--- config.mk ---
export PLATFORM = sky130hd
export DESIGN_NAME = prog_port_target
export DESIGN_NICKNAME = d
export VERILOG_FILES = /design/src/rtl/prog_port_pkg.sv /design/src/rtl/prog_port_sync.sv /design/src/rtl/prog_port_rom.sv /design/src/rtl/prog_port_engine.sv /design/src/rtl/prog_port_target.sv
export SDC_FILE = /design/constraint.sdc
export NUM_CORES = 1
export LEC_CHECK = 0
export ABC_AREA = 1
export ABC_CLOCK_PERIOD_IN_PS = 2700
export CORE_UTILIZATION = 41
export DETAILED_ROUTE_END_ITERATION = 12
export SLEW_MARGIN = 5
export SYNTH_ARGS = -nofsm -noshare
export SYNTH_HDL_FRONTEND = slang
export SYNTH_SLANG_ARGS = --single-unit
--- constraint.sdc ---
create_clock -name clk -period 2.7 [get_ports clk]
set_input_delay 0.405 -clock clk [delete_from_list [all_inputs] [get_ports clk]]
set_output_delay 0.405 -clock clk [all_outputs]
set_load 0.01 [all_outputs]
--- src/rtl/prog_port_pkg.sv ---
package prog_port_pkg;
  localparam int CMD_W = 4;
  localparam int PAY_W = 16;
  localparam int PTR_W = 22;
  localparam int FRAME = CMD_W + PAY_W;

  typedef enum logic [CMD_W-1:0] {
    CMD_CORE  = 4'b0000,
    CMD_RD_PI = 4'b1001
  } cmd_e;

  localparam logic [7:0] OP_LIT  = 8'h0E;
  localparam logic [7:0] OP_MOVE = 8'h6E;
  localparam logic [7:0] SEL_UPR = 8'hF8;
  localparam logic [7:0] SEL_HI  = 8'hF7;
  localparam logic [7:0] SEL_LO  = 8'hF6;
endpackage

--- src/rtl/prog_port_sync.sv ---
module prog_port_sync #(
  parameter int STAGES = 2
) (
  input  logic clk,
  input  logic rst_n,
  input  logic pclk_a,
  input  logic pdat_a,
  output logic srst_n,
  output logic pclk_rise,
  output logic pclk_fall,
  output logic pdat_s
);
  logic [1:0]        rst_q;
  logic [STAGES:0]   cpipe_q, cpipe_n;
  logic [STAGES-1:0] dpipe_q, dpipe_n;

  always_ff @(posedge clk or negedge rst_n) begin
    if (!rst_n) rst_q <= 2'b00;
    else        rst_q <= {rst_q[0], 1'b1};
  end
  assign srst_n = rst_q[1];

  generate
    if (STAGES > 1) begin : g_multi
      always_comb begin
        cpipe_n = {cpipe_q[STAGES-1:0], pclk_a};
        dpipe_n = {dpipe_q[STAGES-2:0], pdat_a};
      end
    end else begin : g_single
      always_comb begin
        cpipe_n = {cpipe_q[STAGES-1:0], pclk_a};
        dpipe_n = pdat_a;
      end
    end
  endgenerate

  always_ff @(posedge clk or negedge srst_n) begin
    if (!srst_n) begin
      cpipe_q <= '0;
      dpipe_q <= '0;
    end else begin
      cpipe_q <= cpipe_n;
      dpipe_q <= dpipe_n;
    end
  end

  assign pclk_rise = cpipe_q[STAGES-1] & ~cpipe_q[STAGES];
  assign pclk_fall = ~cpipe_q[STAGES-1] & cpipe_q[STAGES];
  assign pdat_s    = dpipe_q[STAGES-1];
endmodule

--- src/rtl/prog_port_rom.sv ---
module prog_port_rom
  import prog_port_pkg::*;
#(
  parameter int DEPTH = 64
) (
  input  logic [PTR_W-1:0] addr,
  output logic [7:0]       data
);
  localparam int AW = (DEPTH > 1) ? $clog2(DEPTH) : 1;
  localparam logic [PTR_W-1:0] LIMIT = PTR_W'(DEPTH);

  logic [7:0] tbl [DEPTH];

  generate
    for (genvar i = 0; i < DEPTH; i++) begin : g_cell
      localparam logic [7:0] CONTENT = 8'(i) ^ 8'hA5;
      assign tbl[i] = CONTENT;
    end
  endgenerate

  always_comb begin
    if (addr < LIMIT) data = tbl[addr[AW-1:0]];
    else              data = 8'hFF;
  end
endmodule

--- src/rtl/prog_port_engine.sv ---
module prog_port_engine
  import prog_port_pkg::*;
(
  input  logic             clk,
  input  logic             rst_n,
  input  logic             pclk_rise,
  input  logic             pclk_fall,
  input  logic             din,
  input  logic [7:0]       rdata,
  output logic [PTR_W-1:0] ptr,
  output logic             dout,
  output logic             oe
);
  localparam int CW = $clog2(FRAME);
  localparam logic [CW-1:0] CNT_LAST = CW'(FRAME - 1);
  localparam logic [CW-1:0] CNT_OE   = CW'(CMD_W + 7);
  localparam logic [CW-1:0] CNT_CMD  = CW'(CMD_W);

  logic [CW-1:0]    cnt_q, cnt_n;
  logic [CMD_W-1:0] cmd_q, cmd_n;
  logic [PAY_W-1:0] pay_q, pay_n, pay_sh;
  logic [7:0]       w_q, w_n;
  logic [7:0]       rsh_q, rsh_n;
  logic [PTR_W-1:0] ptr_q, ptr_n;
  logic             oe_q, oe_n, dout_q, dout_n;

  always_comb begin
    cnt_n  = cnt_q;
    cmd_n  = cmd_q;
    pay_n  = pay_q;
    w_n    = w_q;
    rsh_n  = rsh_q;
    ptr_n  = ptr_q;
    oe_n   = oe_q;
    dout_n = dout_q;
    pay_sh = {din, pay_q[PAY_W-1:1]};

    if (pclk_fall) begin
      if (cnt_q < CNT_CMD) cmd_n = {din, cmd_q[CMD_W-1:1]};
      else                 pay_n = pay_sh;
      cnt_n = (cnt_q == CNT_LAST) ? '0 : cnt_q + 1'b1;

      if (cnt_q == CNT_OE && cmd_q == CMD_RD_PI) begin
        oe_n  = 1'b1;
        rsh_n = rdata;
      end

      if (cnt_q == CNT_LAST) begin
        oe_n = 1'b0;
        if (cmd_q == CMD_RD_PI) begin
          ptr_n = ptr_q + 1'b1;
        end else if (cmd_q == CMD_CORE) begin
          if (pay_sh[15:8] == OP_LIT) begin
            w_n = pay_sh[7:0];
          end else if (pay_sh[15:8] == OP_MOVE) begin
            case (pay_sh[7:0])
              SEL_UPR: ptr_n[PTR_W-1:16] = w_q[PTR_W-17:0];
              SEL_HI:  ptr_n[15:8]       = w_q;
              SEL_LO:  ptr_n[7:0]        = w_q;
              default: ;
            endcase
          end
        end
      end
    end

    if (pclk_rise && oe_q) begin
      dout_n = rsh_q[0];
      rsh_n  = {1'b1, rsh_q[7:1]};
    end
  end

  always_ff @(posedge clk or negedge rst_n) begin
    if (!rst_n) begin
      cnt_q  <= '0;
      cmd_q  <= '0;
      pay_q  <= '0;
      w_q    <= '0;
      rsh_q  <= '0;
      ptr_q  <= '0;
      oe_q   <= 1'b0;
      dout_q <= 1'b0;
    end else begin
      cnt_q  <= cnt_n;
      cmd_q  <= cmd_n;
      pay_q  <= pay_n;
      w_q    <= w_n;
      rsh_q  <= rsh_n;
      ptr_q  <= ptr_n;
      oe_q   <= oe_n;
      dout_q <= dout_n;
    end
  end

  assign ptr  = ptr_q;
  assign dout = dout_q;
  assign oe   = oe_q;
endmodule

--- src/rtl/prog_port_target.sv ---
module prog_port_target
  import prog_port_pkg::*;
#(
  parameter int MEM_DEPTH   = 64,
  parameter int SYNC_STAGES = 2
) (
  input  logic clk,
  input  logic rst_n,
  input  logic pclk_in,
  input  logic pdat_in,
  output logic pdat_out,
  output logic pdat_oe
);
  logic             srst_n;
  logic             pclk_rise, pclk_fall, pdat_s;
  logic [PTR_W-1:0] ptr;
  logic [7:0]       rdata;

  prog_port_sync #(.STAGES(SYNC_STAGES)) u_sync (
    .clk       (clk),
    .rst_n     (rst_n),
    .pclk_a    (pclk_in),
    .pdat_a    (pdat_in),
    .srst_n    (srst_n),
    .pclk_rise (pclk_rise),
    .pclk_fall (pclk_fall),
    .pdat_s    (pdat_s)
  );

  prog_port_rom #(.DEPTH(MEM_DEPTH)) u_rom (
    .addr (ptr),
    .data (rdata)
  );

  prog_port_engine u_eng (
    .clk       (clk),
    .rst_n     (srst_n),
    .pclk_rise (pclk_rise),
    .pclk_fall (pclk_fall),
    .din       (pdat_s),
    .rdata     (rdata),
    .ptr       (ptr),
    .dout      (pdat_out),
    .oe        (pdat_oe)
  );
endmodule

==> results of run 1 <==
-- power by group through the flow --
stage | Clock (W) | Sequential, W | Combinational [W]
floorplan | 0 | 0.00143 | 0.000390
global placement | 0 | 0.00145 | 0.000469
detailed placement | 0 | 0.00145 | 0.000479
CTS | 0.000916 | 0.00143 | 0.000482
global route | 0.000960 | 0.00146 | 0.000553
finish | 0.000884 | 0.00143 | 0.000473
-- how the worst max path moves through the flow --
stage	slack, ns	endpoint	startpoint	cells after the start
after CTS	0.65	u_eng.rsh_q[2]$_DFFE_PN0P_	u_eng.cmd_q[1]$_DFFE_PN0P_	8
after floorplan	0.58	u_eng.cmd_q[0]$_DFFE_PN0P_	u_sync.rst_q[1]$_DFF_PN0_	0
after global placement	0.72	u_eng.rsh_q[5]$_DFFE_PN0P_	u_eng.cmd_q[1]$_DFFE_PN0P_	8
final	0.68	u_eng.rsh_q[0]$_DFFE_PN0P_	u_eng.cmd_q[1]$_DFFE_PN0P_	8
after detailed placement	0.66	u_eng.rsh_q[5]$_DFFE_PN0P_	u_eng.cmd_q[1]$_DFFE_PN0P_	8
after global routing	0.38	u_eng.rsh_q[5]$_DFFE_PN0P_	u_eng.cmd_q[1]$_DFFE_PN0P_	8
-- placed cells by master, fill, tap and decap left out, types with 2 or more instances in the layout --
master	count
nand2_1	131
nor2_1	70
dfrtp_1	70
inv_1	55
o21ai_0	28
nand3_1	26
a21oi_1	16
o21ai_2	13
nand4_1	11
clkbuf_8	10
o22ai_1	6
nor2_2	5
clkdlybuf4s50_1	5
inv_2	4
a31oi_1	4
o21ai_1	3
nand3_2	3
nand2_2	3
a21boi_0	3
or2_2	3
nor3_1	2
nor2_4	2
and2_1	2
clkinv_2	2
xnor2_1	2
ha_1	2
clkinvlp_4	2
-- cells in the mapped netlist --
master      n  share of area
or2_2       3         0.0050
nor2_8      1         0.0053
ha_1        2         0.0066
inv_1      55          0.055
dfrtp_1    71           0.47
buf_4       1         0.0020
nor2_4      2         0.0060
nand4_2     1         0.0033
nor3_2      1         0.0027
o21ai_1     3         0.0040
clkinv_2    1         0.0013
nand3_2     3         0.0080
o21ai_0    28          0.037
nor3_1      2         0.0027
o22ai_1     6          0.010
nand3_4     1         0.0047
xnor2_1     2         0.0047
nor2_1     70          0.070
nor2_2      5         0.0083
conb_1      1         0.0010
nand3_1    26          0.035
nand2_1   131           0.13
nand4_1    11          0.018
mux2_2      1         0.0030
a21oi_1    16          0.021
inv_2       4         0.0040
a21oi_2     1         0.0023
xor2_1      1         0.0023
nand2_4     1         0.0030
a31oi_1     4         0.0066
a21boi_0    3         0.0060
o21ai_2    13          0.030
buf_6       2         0.0060
nand2_2     3         0.0050
buf_2       4         0.0053
nor3b_1     1         0.0020
and2_1      2         0.0033
inv_4       1         0.0017
nand4_4     1         0.0056
-- area by class of cell --
cell class | instances | area (sq um)
clock inverter | 6 | 67.6
timing repair buffer | 6 | 57.6
tap | 108 | 135
fill | 895 | 4690
inverter | 61 | 233
multi-input combinational | 346 | 1710
sequential | 71 | 1780
clock buffer | 10 | 138
-- worst register-to-register path: stages, from the launching register on --
cell and delay (ns):
dfrtp_1 0.40, nor2_2 0.14, nand3_2 0.25, inv_2 0.43, nand4_1 0.22, nand2_2 0.23
nand2_4 0.10, nor2_1 0.09, nor2_1 0.05
-- layer usage --
layer  share of wire  wire length (um)
met5               0                 0
met1            0.49              3870
met2            0.44              3490
met3           0.043               337
met4           0.020               161
-- state kept, by name (all words and copies together) (netlist names) --
name            flops
u_sync.rst_q        2
u_eng.pay_q        15
u_eng.ptr          22
u_eng.oe            1
u_eng.cnt_q         5
u_eng.cmd_q         4
u_sync.dpipe_q      2
u_eng.dout          1
u_eng.w_q           8
u_eng.rsh_q         8
u_sync.cpipe_q      3
-- cells by family after synthesis --
| group | share of synthesized area |
|---|---|
| flip-flops | 0.472 |
| AO/OA/AOI/OAI | 0.118 |
| AND/OR/NAND/NOR | 0.318 |
| other | 0.000996 |
| XOR/XNOR | 0.00698 |
| buffers and inverters | 0.0751 |
| multiplexers | 0.00299 |
| adder cells (fa/ha/maj) | 0.00664 |
-- metrics by stage --
step	setup slack [ns]	total power (W)	hold slack (ns)
floorplan	0.576	0.00182	0.109
global placement	0.724	0.00192	0.332
detailed placement	0.661	0.00193	0.339
CTS	0.649	0.00283	0.200
global route	0.380	0.00297	0.200
finish	0.680	0.00279	0.212
==> reports/results.tsv, run 1 <==
stage	metric	value	unit
cts	cts_resized	0	
grt	grt_pass1_vias	2803	
cts	clk_pin_slew	0.08	ns
critical_path	path_cells	nor2_2, nand3_2, inv_2, nand4_1, nand2_2, nand2_4, nor2_1, nor2_1	
route	drt_pass1_iterations	4	
place	dpl.hpwl	5.51	mm
sta	fin_tns_setup	0	ns
sta	finalSetupViolCount	0	
pwr	powerDensity	677	nW/um^2
critical_path	cpLargestDelayFamily	simple AND/OR/NAND/NOR gates	
finish	final_layout_size_suffix_gt1_frac	0.122	
grt	grt_pass1_wl	13.4	mm
sta	slew-limit-headroom	0.438	
grt	antenna_found_initial	0	
grt	grt_util_all_layers	0.178	
critical_path	r2r-start	u_eng.cmd_q[1]$_DFFE_PN0P_	
cts	postCtsSetupBuffers	0	
cts	clockBufferDepth	2	
floorplan	core	8810	sq um
critical_path	crit_arrival	2.26	ns
grt	use_met3	0.0487	
critical_path	required	2.94	ns
critical_path	reg2reg_depth	8	
pwr	switching_share	0.324	
logic_synthesis	syn_area_per_cell	7.77	sq um
route	wl	7.86	mm
route	drt-vias-per-instance	4.92	
sta	finalHoldViolations	0	
finish	syn_to_final_growth	9.27	%
grt	grt_use_met1	0.237	
cts	cts_root_buf	clkbuf_8	
critical_path	cp_slowest_stage_delay	0.43	ns
route	drc	0	
place	placed_area	3910	sq um
grt	grt_util_met2	0.276	
route	wl_per_cell	12.9	um
logic_synthesis	syn_nets	491	
pwr	power_switching	0.000902	W
finish	final_cells	608	
logic_synthesis	synth-seq-cells	71	
cts	htree_levels	3	
critical_path	path_class	flop to flop	
critical_path	crit_buf_inv	1	
outcome	outcome	complete, no violations	
logic_synthesis	synth.distinct_cells	39	
cts	cts_tree	built	
critical_path	cpMaxStageDelayCell	inv_2	
sta	maxSlewViolCount	0	
place	place_congestion	0.880	
finish	diodes	0	
pwr	p_comb_frac	0.170	
sta	tightest_slew	0.844	ns
cts	ctsHoldBuffers	0	
grt	busiest_layer	met2	
cts	clock_sinks	71	
worst_hold_path	min_path_type	input pin to async pin	
pwr	leakage	2.00	nW
finish	utilization	0.467	
pwr	power.internal	0.00189	W
route	drt_iter0_markers	106	
logic_synthesis	synthCells	485	
route	vias	2994	
critical_path	endpoint_kind	flop	
grt	gr-total-overflow	0	
logic_synthesis	synth-seq-area-share	0.472	
place	port_buffers	5	
critical_path	path_max_fanout	24	
pwr	clock_power_share	0.317	
floorplan	initial_utilization	0.428	
cts	cts_buffers	9	
finish	nNetsFinal	501	
floorplan	die_x	97.8	um
pwr	pwr-share-seq	0.513	
route	drt.antenna.violating_nets	0	
floorplan	io_pins	6	
pwr	ir_worst_vdd	396	uV
critical_path	r2r-end	u_eng.rsh_q[0]$_DFFE_PN0P_	
sta	min_period	2.02	ns
sta	skew	0.0135	ns
place	dp_cells	592	
cts	clk_latency	0.35	ns
grt	grt_max_degree	70	
floorplan	die_area	9570	sq um
finish	design_area	4120	sq um
sta	rsz0062_at_grt	false	
floorplan	core.rowCount	34	
critical_path	cp-start-kind	flop	
sta	period_share	0.748	
logic_synthesis	syn_area	3770	sq um
logic_synthesis	yosysWarnings	0	
job	max-cap-violations	0	
sta	fmax	495	MHz
critical_path	path_common_cell	nor2_1	
floorplan	fp.dieH	97.8	um
critical_path	rrSetupSlack	0.68	ns
Power figures use the tool's default switching activity.
==> run 2: changes to the inputs <==
Settings changed: ABC_CLOCK_PERIOD_IN_PS 2700 to 1800.
Clock period 2.7 ns to 1.8 ns, I/O delays scaled along.
==> run 2 against run 1 <==
Effect of this change: power increased by 52%; via count increased by 3.2%; global-route usage increased by 0.72 points; combinational power increased by 56%; sequential power increased by 51%; critical endpoint is now u_eng.ptr[20]$_DFFE_PN0P_; largest power group unchanged.
==> reports/results.tsv, run 2 (synthesized netlist as in run 1, its figures left out) <==
stage	metric	value	unit	change
critical_path	required	2.07	ns	-0.87 ns
grt	grt_max_degree	53		-24%
finish	final_cell_mix	nand2_1, nor2_1, dfrtp_1, inv_1, o21ai_0		
route	drt-vias-per-instance	5.00		+1.6%
sta	finalHoldViolations	0		unchanged
route	drt_pass1_iterations	5		+1
finish	largest_register_ffs	22		unchanged
grt	antenna_found_initial	0		unchanged
critical_path	r2r-end	u_eng.ptr[20]$_DFFE_PN0P_		
grt	gr-total-overflow	0		unchanged
finish	nNetsFinal	511		+2.0%
cts	clk_latency	0.35	ns	about the same
route	wl_per_cell	13.2	um	+2.0%
pwr	powerDensity	1000	nW/um^2	+48%
place	port_buffers	5		unchanged
cts	clk_pin_slew	0.08	ns	about the same
grt	grt_pass1_vias	2887		+3.0%
pwr	ir_worst_vdd	763	uV	+93%
place	place_congestion	0.932		+5.9%
cts	htree_levels	3		unchanged
route	drt_iter0_markers	175		+65%
cts	cts_buffers	9		unchanged
floorplan	die_x	97.8	um	unchanged
sta	hold-worst-slack	0.0804	ns	-0.132 ns
job	max-cap-violations	0		unchanged
critical_path	r2r-start	u_eng.ptr[1]$_DFFE_PN0P_		
floorplan	core	8810	sq um	unchanged
route	drc	0		unchanged
sta	period_share	0.937		+0.188
cts	clock_sinks	71		unchanged
critical_path	path_class	flop to flop		
floorplan	die_area	9570	sq um	unchanged
critical_path	crit_arrival	1.96	ns	-0.30 ns
pwr	leakage	2.05	nW	+2.8%
grt	grt_util_all_layers	0.185		+0.00718
finish	diodes	0		unchanged
floorplan	core.rowCount	34		unchanged
floorplan	initial_utilization	0.428		unchanged
route	drt.antenna.violating_nets	0		unchanged
grt	grt_pass1_wl	13.9	mm	+3.8%
worst_hold_path	min_path_type	input pin to async pin		
cts	clockBufferDepth	2		unchanged
sta	finalSetupViolCount	0		unchanged
sta	fmax	593	MHz	+20%
route	vias	3091		+3.2%
critical_path	cp-start-kind	flop		
sta	maxSlewViolCount	0		unchanged
sta	skew	0.0115	ns	-0.00203 ns
floorplan	fp.dieH	97.8	um	unchanged
critical_path	path_max_fanout	4		-83%
cts	cts_tree	built		
finish	final_layout_size_suffix_gt1_frac	0.141		+0.0192
route	wl	8.14	mm	+3.6%
finish	final_common_cell	nand2_1		
floorplan	io_pins	6		unchanged
place	dpl.hpwl	6.04	mm	+9.6%
outcome	outcome	complete, no violations		
critical_path	reg2reg_depth	8		unchanged
sta	rsz0062_at_grt	true		
sta	min_period	1.69	ns	-0.334 ns
critical_path	rrSetupSlack	0.11	ns	-0.57 ns
sta	fin_tns_setup	0	ns	unchanged
finish	syn_to_final_growth	11.9	%	
critical_path	endpoint_kind	flop		
cts	cts_root_buf	clkbuf_8		
## run 2: layer usage
metal,GRT usage,up-vias,wire (um),part of all wire
li1,-,1593,-,-
met2,0.289,46,3830,0.47
met3,0.0451,6,245,0.030
met5,0,-,0,0
met1,0.256,1446,4000,0.49
met4,0.0524,0,69,0.0085
## run 2: metrics by stage
stage / setup slack [ns] / instances / utilization / cell area [sq um] / power [W]
after floorplan: 0.384 / 485 / - / 3770 / 0.00273
after global placement: 0.114 / 598 / 0.451 / 3970 / 0.00290
after detailed placement: 0.126 / 598 / 0.451 / 3970 / 0.00294
after CTS: 0.121 / 614 / 0.474 / 4170 / 0.00429
after global routing: -0.0167 / 618 / 0.479 / 4210 / 0.00450
final: 0.114 / 618 / 0.479 / 4210 / 0.00423
## run 2: power breakdown
group	switching [W]	total, W	internal [W]	leakage (nW)
sequential	0.000260	0.00216	0.00190	0.937
combinational	0.000470	0.000740	0.000271	1.02
clock	0.000648	0.00133	0.000685	0.0993
total	0.00138	0.00423	0.00285	2.05
## run 2: layout make-up
| cell class | instances | area, sq um |
|---|---|---|
| clock inverters | 6 | 67.6 |
| clock buffers | 10 | 138 |
| well taps | 108 | 135 |
| inverters | 61 | 233 |
| flip-flops and latches | 71 | 1780 |
| fillers | 890 | 4590 |
| repair buffers | 16 | 145 |
| multi-input cells | 346 | 1720 |
## run 2: worst max-delay path, stage by stage, from the launching register on
cell and delay [ns]:
dfrtp_1 0.40, ha_1 0.20, nand3_1 0.18, nor2_4 0.18, buf_4 0.13, nand3_1 0.14
o21ai_1 0.18, nand3_1 0.09, a21oi_1 0.12
## run 2: worst max-delay path by stage
stage	startpoint	endpoint	slack, ns
after floorplan	u_eng.cnt_q[1]$_DFFE_PN0P_	u_eng.w_q[5]$_DFFE_PN0P_	0.38
after global placement	u_eng.ptr[1]$_DFFE_PN0P_	u_eng.ptr[4]$_DFFE_PN0P_	0.11
after detailed placement	u_eng.ptr[0]$_DFFE_PN0P_	u_eng.ptr[4]$_DFFE_PN0P_	0.13
after CTS	u_eng.ptr[1]$_DFFE_PN0P_	u_eng.ptr[4]$_DFFE_PN0P_	0.12
after global routing	u_eng.ptr[0]$_DFFE_PN0P_	u_eng.ptr[14]$_DFFE_PN0P_	-0.02
final	u_eng.ptr[1]$_DFFE_PN0P_	u_eng.ptr[20]$_DFFE_PN0P_	0.11
## run 2: what timing repair did
item	4_1_cts	5_1_grt
hold buffers	0	0
buffers inserted	0	4
resized for setup	0	2
endpoints found under the setup margin	0	2
